===== src/rtl/pt_walker.sv =====
module pt_walker #(
  parameter int ADDR_W = 32,
  parameter int IDX_W  = 10,
  parameter int OFS_W  = 12
) (
  input  logic              clk,
  input  logic              rst_n,
  input  logic              base_we,
  input  logic [ADDR_W-1:0] base_wdata,
  input  logic              req_valid,
  output logic              req_ready,
  input  logic [ADDR_W-1:0] req_lin,
  input  logic              req_write,
  input  logic              req_user,
  output logic              rsp_valid,
  output logic              rsp_fault,
  output logic [2:0]        rsp_err,
  output logic [ADDR_W-1:0] rsp_phys,
  output logic [ADDR_W-1:0] fault_addr,
  output logic              mem_req,
  output logic              mem_we,
  output logic [ADDR_W-1:0] mem_addr,
  output logic [ADDR_W-1:0] mem_wdata,
  input  logic              mem_ack,
  input  logic [ADDR_W-1:0] mem_rdata
);
  localparam int FRM_W = ADDR_W - OFS_W;
  localparam int TOP   = ADDR_W - 1;
  localparam logic [ADDR_W-1:0] BASE_MASK = {{FRM_W{1'b1}}, {OFS_W{1'b0}}};
  localparam int B_P = 0, B_RW = 1, B_US = 2, B_A = 5, B_D = 6;

  typedef enum logic [2:0] {IDLE, RD_DIR, RD_TBL, WR_DIR, WR_TBL, DONE} st_t;
  st_t st;

  logic [ADDR_W-1:0] base_q, lin_q, dir_q, tbl_q, dir_addr_q;
  logic              wr_q, usr_q;
  logic              c_vld, c_rw, c_us, c_dirty;
  logic [FRM_W-1:0]  c_tag, c_frm;

  logic hit, us_ok, rw_ok, pres, bad, need_dir, need_tbl;
  logic [ADDR_W-1:0] tbl_addr;

  assign req_ready = (st == IDLE);
  assign rsp_valid = (st == DONE);
  assign mem_req   = (st == RD_DIR) || (st == RD_TBL) || (st == WR_DIR) || (st == WR_TBL);
  assign mem_we    = (st == WR_DIR) || (st == WR_TBL);
  assign mem_wdata = (st == WR_DIR) ? (dir_q | (ADDR_W'(1) << B_A))
                   : (tbl_q | (ADDR_W'(1) << B_A) | (ADDR_W'(wr_q) << B_D));

  assign hit = c_vld && (c_tag == req_lin[TOP:OFS_W])
            && (!req_user || (c_us && (!req_write || c_rw)))
            && (!req_write || c_dirty);

  assign tbl_addr = {dir_q[TOP:OFS_W], {OFS_W{1'b0}}}
                  + {{(ADDR_W-IDX_W-2){1'b0}}, lin_q[OFS_W+IDX_W-1:OFS_W], 2'b00};
  assign pres     = mem_rdata[B_P];
  assign us_ok    = !usr_q || (dir_q[B_US] && mem_rdata[B_US]);
  assign rw_ok    = !usr_q || !wr_q || (dir_q[B_RW] && mem_rdata[B_RW]);
  assign bad      = !pres || !us_ok || !rw_ok;
  assign need_dir = !dir_q[B_A];
  assign need_tbl = !mem_rdata[B_A] || (wr_q && !mem_rdata[B_D]);

  always_ff @(posedge clk or negedge rst_n) begin
    if (!rst_n) begin
      st <= IDLE;
      base_q <= '0; lin_q <= '0; dir_q <= '0; tbl_q <= '0; dir_addr_q <= '0;
      wr_q <= 1'b0; usr_q <= 1'b0;
      c_vld <= 1'b0; c_rw <= 1'b0; c_us <= 1'b0; c_dirty <= 1'b0;
      c_tag <= '0; c_frm <= '0;
      rsp_fault <= 1'b0; rsp_err <= '0; rsp_phys <= '0; fault_addr <= '0;
      mem_addr <= '0;
    end else begin
      case (st)
        IDLE: if (req_valid) begin
          lin_q <= req_lin; wr_q <= req_write; usr_q <= req_user;
          if (hit) begin
            rsp_fault <= 1'b0; rsp_err <= '0;
            rsp_phys <= {c_frm, req_lin[OFS_W-1:0]};
            st <= DONE;
          end else begin
            mem_addr <= (base_q & BASE_MASK)
                      + {{(ADDR_W-IDX_W-2){1'b0}}, req_lin[TOP:TOP-IDX_W+1], 2'b00};
            dir_addr_q <= (base_q & BASE_MASK)
                      + {{(ADDR_W-IDX_W-2){1'b0}}, req_lin[TOP:TOP-IDX_W+1], 2'b00};
            st <= RD_DIR;
          end
        end
        RD_DIR: if (mem_ack) begin
          dir_q <= mem_rdata;
          if (!mem_rdata[B_P]) begin
            rsp_fault <= 1'b1; rsp_err <= {usr_q, wr_q, 1'b0};
            fault_addr <= lin_q; st <= DONE;
          end else begin
            mem_addr <= {mem_rdata[TOP:OFS_W], {OFS_W{1'b0}}}
                      + {{(ADDR_W-IDX_W-2){1'b0}}, lin_q[OFS_W+IDX_W-1:OFS_W], 2'b00};
            st <= RD_TBL;
          end
        end
        RD_TBL: if (mem_ack) begin
          tbl_q <= mem_rdata;
          if (bad) begin
            rsp_fault <= 1'b1; rsp_err <= {usr_q, wr_q, pres};
            fault_addr <= lin_q; st <= DONE;
          end else begin
            rsp_fault <= 1'b0; rsp_err <= '0;
            rsp_phys <= {mem_rdata[TOP:OFS_W], lin_q[OFS_W-1:0]};
            c_vld <= 1'b1; c_tag <= lin_q[TOP:OFS_W]; c_frm <= mem_rdata[TOP:OFS_W];
            c_rw <= dir_q[B_RW] && mem_rdata[B_RW];
            c_us <= dir_q[B_US] && mem_rdata[B_US];
            c_dirty <= mem_rdata[B_D] || wr_q;
            if (need_dir) begin
              mem_addr <= dir_addr_q; st <= WR_DIR;
            end else if (need_tbl) begin
              st <= WR_TBL;
            end else begin
              st <= DONE;
            end
          end
        end
        WR_DIR: if (mem_ack) begin
          if (!tbl_q[B_A] || (wr_q && !tbl_q[B_D])) begin
            mem_addr <= tbl_addr; st <= WR_TBL;
          end else begin
            st <= DONE;
          end
        end
        WR_TBL: if (mem_ack) st <= DONE;
        default: st <= IDLE;
      endcase
      if (base_we) begin
        base_q <= base_wdata;
        c_vld <= 1'b0;
      end
    end
  end
endmodule


===== config.mk =====
export PLATFORM = sky130hd
export DESIGN_NAME = pt_walker
export DESIGN_NICKNAME = d
export VERILOG_FILES = /design/src/rtl/pt_walker.sv
export SDC_FILE = /design/constraint.sdc
export NUM_CORES = 1
export LEC_CHECK = 0
export CAP_MARGIN = 20
export CORE_MARGIN = 5
export CORE_UTILIZATION = 48
export DETAILED_ROUTE_END_ITERATION = 8
export HOLD_SLACK_MARGIN = 0.02
export MAX_ROUTING_LAYER = met4
export PLACE_DENSITY = 0.77
export RECOVER_POWER = 25
export SYNTH_ARGS = -nofsm -noshare
export SYNTH_HDL_FRONTEND = slang
export SYNTH_SLANG_ARGS = --single-unit

===== constraint.sdc =====
create_clock -name clk -period 2.15 [get_ports clk]
set_input_delay 0.43 -clock clk [delete_from_list [all_inputs] [get_ports clk]]
set_output_delay 0.43 -clock clk [all_outputs]
set_load 0.01 [all_outputs]

### After elaboration in Yosys (flattened, before gate mapping)

Cells that the tools add are included.

* add/sub/neg operators: 3
* equality and inequality tests: 20
* muxes and demuxes: 51
* bitwise operators: 3
* reductions and logical operators: 52

Operators by type and width (number)
* 32-bit 2-to-1 mux: 18
* 32-bit case mux with 2 select lines: 2
* 32-bit case mux with 4 select lines: 1
* 32-bit by 12-bit adder with 32-bit output: 3
* 3-bit 2-to-1 mux: 15
* 32-bit by 7-bit bitwise OR with 32-bit output: 1
* 2-bit != test (second input constant): 12
* 20-bit equality test: 1
* 1-bit logical OR: 15
* 3-bit case mux with 5 select lines: 1
* 5-bit AND reduction: 3
* 1-bit 2-to-1 mux: 12
* 1-bit logical NOT: 11
* 10-bit AND reduction: 1
* 3-bit case mux with 3 select lines: 1
* 3-bit AND reduction: 3
* 1-bit logical AND: 8
* 2-bit nonzero test: 4
* 3-bit by 2-bit equality test with 1-bit output (second input constant): 2
* 3-bit equality test (second input constant): 2
* 2-bit AND reduction: 3
* 6-bit AND reduction: 1
* 2-bit by 1-bit != test with 1-bit output (second input constant): 2
* 4-bit nonzero test: 1
* other kinds (5): 6

* register bits: 309
* input port bits: 103
* word-level logic and storage cells: 148

### Longest topological paths before layout

* word-level depth: 9
* mapped depth: 9
* gate-level depth less buffers: 6

### Least setup slack after synthesis

Ideal clock, no wire load.

* path kind: register to register
* start: register st[2]
* end: register rsp_phys[10]
* setup time: 0.128 ns
* arrival time: 2.080 ns
* required time: 2.022 ns
* slack: -0.057 ns
* stages on the path, launching flop included: 9
* path buffers: 4
* cell sequence: dfrtp_1 -> buf_2 -> nor2b_1 -> clkbuf_1 -> and2_1 -> clkbuf_1 -> clkbuf_1 -> mux2_2 -> mux2_1

* word-level cells in the longest chain between the ends: 3
* elaborated cells between the ends (all ways): 9

Ends and longest elaborated chain
* from (decl): line 33 `st_t st;`
* from (signal assigned): line 65 `st <= IDLE;`
* from (signal assigned): line 79 `st <= DONE;`
* from (signal assigned): line 85 `st <= RD_DIR;`
* 3-bit by 2-bit equality test with 1-bit output / 3-bit logical NOT (equally long branches): line 73 `case (st)`
* 2-bit != test (no line), or another cell as far along
* 5-bit AND reduction (no line)
* to (signal assigned): line 78 `rsp_phys <= {c_frm, req_lin[OFS_W-1:0]};`
* to (signal assigned): line 106 `rsp_phys <= {mem_rdata[TOP:OFS_W], lin_q[OFS_W-1:0]};`
* to (decl): line 18 `output logic [ADDR_W-1:0] rsp_phys,`

Parallel ways exist; a longest one is shown, timed or not.
A chain may end at the register's enable or synchronous reset.

### Worst setup path in the final report

* start: register c_tag[0]
* end: register mem_addr[18]

* word-level cells in the longest chain between the ends: 6

Ends and longest elaborated chain
* from (decl): line 38 `logic [FRM_W-1:0] c_tag, c_frm;`
* from (signal assigned): line 69 `c_tag <= '0; c_frm <= '0;`
* from (signal assigned): line 107 `c_vld <= 1'b1; c_tag <= lin_q[TOP:OFS_W]; c_frm <= mem_rdata[TOP:OFS_W];`
* 20-bit equality test: line 50 `assign hit = c_vld && (c_tag == req_lin[TOP:OFS_W])`
* 1-bit logical AND: line 50
* 1-bit logical AND: line 51 `&& (!req_user || (c_us && (!req_write || c_rw)))`
* 1-bit logical AND: line 52 `&& (!req_write || c_dirty);`
* 2-bit != test (no line)
* 10-bit AND reduction (no line)
* to (signal assigned): line 81 `mem_addr <= (base_q & BASE_MASK)`
* to (signal assigned): line 94 `mem_addr <= {mem_rdata[TOP:OFS_W], {OFS_W{1'b0}}}`
* to (decl): line 22 `output logic [ADDR_W-1:0] mem_addr,`

Every way passes these cells.

==> results.md <==
- The run finished, with violations left.
- The checks that failed: setup timing.
- Setup repair after global routing could not meet its margin everywhere.
- The via density per instance is 5.53.
- The first global-routing pass estimated 56000 um of wire.
- The worst max-slew margin expressed relative to the limit is between 30% and 40%.
- The total iterations of the first detailed-routing run is 5.
- The count of nets left with antenna violations after detail routing is 0.
- The leakage power total is 8.23 nW.
- The largest stage delay on the critical path is 0.40 ns.
- The switching share of power is about a third.
- The synthesis-stage register bit count is 293.
- The share of synthesized area in the top cell type comes to between 50% and 60%.
- The height of the die is 176 um.
- The number of sinks handled by clock tree synthesis is 293.
- The final critical path takes up 119% of the cycle.
- TritonCTS built the clock tree.
- The area growth from synthesis to final layout is 38.2%.
- The type of the setup path with the least slack is reg2reg.
- Across the run, the number of max-cap violations was 0.
- The routed layout has 9101 vias.
- Setup total negative slack on the finished layout was measured at -28.80 ns.
- Between clock sinks in the finished design, the worst skew comes to 0.0100 ns.
- The finished cells cover around 18000 sq um.
- After legalization and detailed placement, the total HPWL measured roughly 23000 um.
- The portion of total power attributed to combinational logic is 46.6%.
- The number of pins with negative max-slew slack in the final report is 0.
- The floorplan has 60 rows.
- The worst path arrival time is 2.99 ns.
- The minimum period implied by the final worst setup slack is roughly 2.6 ns.
- Walking the worst path, the cells encountered are xnor2_2, nand4_1, nor4_1, buf_4, nand4_4, buf_12, o41ai_4, buf_6, clkbuf_16, mux2_4.
- In the final layout, the share of cells above drive strength 1 is 44.5%.
- Averaged over all synthesized cells, the footprint is around 14 sq um.
- The count of cells in the finished layout, fillers not included, comes to 1645.
- The synthesized netlist occupies a cell area of 13300 sq um.
- In the layout the commonest cells are 290 x dfrtp_1, 248 x mux2_2, 186 x clkdlybuf4s50_1.
- The wire length reported by the detailed router is about 36000 um.
- For the pin with the worst max-slew slack, the measured transition is 1.03 ns.
- Counting the buffers created by CTS gives 31.
- The total number of yosys warnings is 0.
- Input and output buffers added on the ports amount to 223.
- The H-tree depth reported by CTS is 1.
- The maximum fanout count along the critical path is 10.
- The path with the worst hold slack has its endpoint at dir_addr_q[30].
- For the worst setup path, the data required time is 2.58 ns.
- The number of placed instances, taps included, is 1559.
- Leaving out fill and tap cells, the most frequent cell in the layout is dfrtp_1.
- The hold violation total from the final report was 0.
- In this run the critical register-to-register path is captured at mem_addr[18].
- The worst-case register-to-register setup slack is -0.40 ns.
- The largest individual stage delay along the critical path comes from the cell dfrtp_1.
- The clock reaches the later pin of the worst-skew pair after 0.55 ns.
- The number of cell instances on the worst register-to-register path is 10.
- The detail-routed net length per standard cell is approximately 22 um.
- The horizontal die dimension is around 180 um.
- After the first detailed-routing iteration, the DRC count stood at 556.
- The CTS root buffer is clkbuf_16.
- In this run the most critical hold path is launched from dir_addr_q[30].
- The netlist uses 52 different library cells.
- The clock network burns 18.6% of the power.
- For this design the ratio of total power to cell area is between 1500 and 2000 nW/um^2.
- For this run the aggregate overflow at the end of global routing stands at 0.
- The initial antenna violation count came to 0.
- For this run, the post-layout net count is 1355.
- The number of failing setup endpoints in the final timing report is 123.
- The overall die area is 31000 sq um.
- The worst setup path is launched from a flop.
- Entering global routing, the biggest net connects 65 pins.
- After synthesis, flip-flops and latches occupy a little under three fifths of the total area.
- The number of ports placed on the die boundary is 239.
- The via count of the first global-routing pass came to about 9800.
- The number of cells produced by synthesis is 946.
- The path class of the tightest hold or removal check is reg2reg.
- Cells fill about two thirds of the core in the end.
- Global routing used 23.2% of the available tracks.
- The most instantiated flip-flop cell in the synthesis netlist is dfrtp_1.
- Along the worst hold path, the cell count comes to 1.
- In this run the deepest clock path goes through 3 buffers.
- The endpoint kind of the worst setup timing path is a flop.
- The final setup slack of the worst path is -0.403 ns.
- After detailed routing, the number of remaining DRC violations is 0.
- The global placer's final weighted congestion is 0.814.
- Counting flops with a built-in enable in the synthesized netlist gives 0.
- Static timing analysis puts the maximum clock frequency at 392 MHz.
- After floorplanning, the core was sized to cover 27100 sq um.
- The biggest area contributor in the post-synthesis netlist is dfrtp_1.
- The switching power total is around 9 mW.
- In this run, flip-flops and latches consume 34.8% of the power.
- Once placement finished, the instance area stood at 16500 sq um.
- Across the VDD grid, the largest voltage drop is 760 uV.
- The proportion of synthesized flip-flops having asynchronous set or reset is 100%.
- By area the synthesized netlist is led by dfrtp_1 55%, mux2_2 26%, mux2_4 3.4%.
- The initial standard-cell utilization of the core is 48.9%.
- After clock tree synthesis, the clock-pin slew on the worst setup and hold paths is 0.06 ns.
- Cell internal power was estimated by the tool at approximately 19 mW.
- The worst reg2reg path startpoint is c_tag[0].
[worst max-delay path, delay by kind of cell (launching register included)]
family	cells	cell delay, ns
DFF	1	0.40
AOI/OAI and AO/OA	1	0.22
muxes	1	0.31
xor gates and xnor gates	1	0.22
and+or+nand+nor	3	0.50
buffers and inverters	4	0.77
[power groups by stage]
stage / Sequential [mW] / Combinational [mW] / Clock, mW
floorplan: 9.66 / 6.41 / 0
CTS: 9.78 / 12.4 / 5.35
global placement: 9.69 / 11.3 / 0
finish: 9.81 / 13.1 / 5.24
detailed placement: 9.80 / 11.6 / 0
global route: 10.1 / 14.0 / 5.58
[per-layer routing]
metal | wire, um | vias to the layer above | track usage (%)
met5 | 0 | - | -
met4 | 812 | 0 | 5.36
met3 | 2540 | 51 | 5.35
met2 | 17400 | 300 | 36.8
met1 | 15600 | 4702 | 30.8
li1 | - | 4048 | -
[synth_stat cells (all sizes together) (2+ instances only)]
| cell | number |
|---|---|
| xnor2 | 5 |
| clkbuf | 29 |
| inv | 19 |
| nor2b | 12 |
| o21ai | 41 |
| o2bb2ai | 2 |
| nor3b | 2 |
| mux2 | 362 |
| nand4 | 2 |
| a21oi | 15 |
| nor4 | 3 |
| nor2 | 11 |
| a211oi | 3 |
| o31ai | 2 |
| xor2 | 9 |
| a22oi | 53 |
| and2 | 2 |
| buf | 35 |
| o22ai | 6 |
| nor3 | 5 |
| nand2 | 16 |
| conb | 2 |
| dfrtp | 293 |
[what timing repair did]
item / in CTS / in global routing
gates cloned: 2 / 5
endpoints found under the setup margin: 131 / 131
resized for setup: 230 / 71
pin swaps: 3 / 7
hold endpoints to repair: 35 / 0
setup buffers: 20 / 10
hold buffers: 1 / 0
[registers in the layout (all words and copies together) (netlist names), 3 cells and up]
name / flops
base_q: 20
c_frm: 20
c_tag: 20
dir_addr_q: 30
dir_q: 32
fault_addr: 32
lin_q: 32
mem_addr: 30
rsp_err: 3
rsp_phys: 32
st: 3
tbl_q: 32
[cell type report]
cell class,count,area (sq um)
diodes,1,2.50
clock buffers,47,906
clock inverters,6,87.6
fillers,1903,8780
inverters,19,71.3
multi-input cells,572,5950
flip-flops and latches,293,7340
well taps,372,465
repair buffers,335,3510
[cells by family after synthesis]
kind of cell,Yosys count,synth area share [%]
xor+xnor,14,0.925
mux,363,31.7
buf+inv,83,2.88
compound gates,134,6.81
flops,293,55.3
simple gates,57,2.35
other cells,2,0.0567
[per-stage QoR]
step	setup WS, ns	total power [mW]	hold WS, ns
2_1_floorplan	-0.0238	16.1	0.134
3_3_place_gp	-0.954	21.0	0.331
3_5_place_dp	-0.976	21.4	0.336
4_1_cts	-0.391	27.6	0.335
5_1_grt	-0.474	29.7	0.479
6_report	-0.403	28.2	0.481
[how the worst max path moves through the flow]
stage	startpoint	end	slack (ns)	depth (start not counted)
floorplan	req_lin[24]	mem_addr[10]	-0.02	7
global placement	req_lin[22]	dir_addr_q[24]	-0.95	7
detailed placement	req_lin[12]	mem_addr[7]	-0.98	10
CTS	c_tag[12]	mem_addr[23]	-0.39	8
global route	c_tag[12]	mem_addr[26]	-0.47	9
finish	c_tag[0]	mem_addr[18]	-0.40	10
Note: power is estimated with default switching activity, not from simulation.
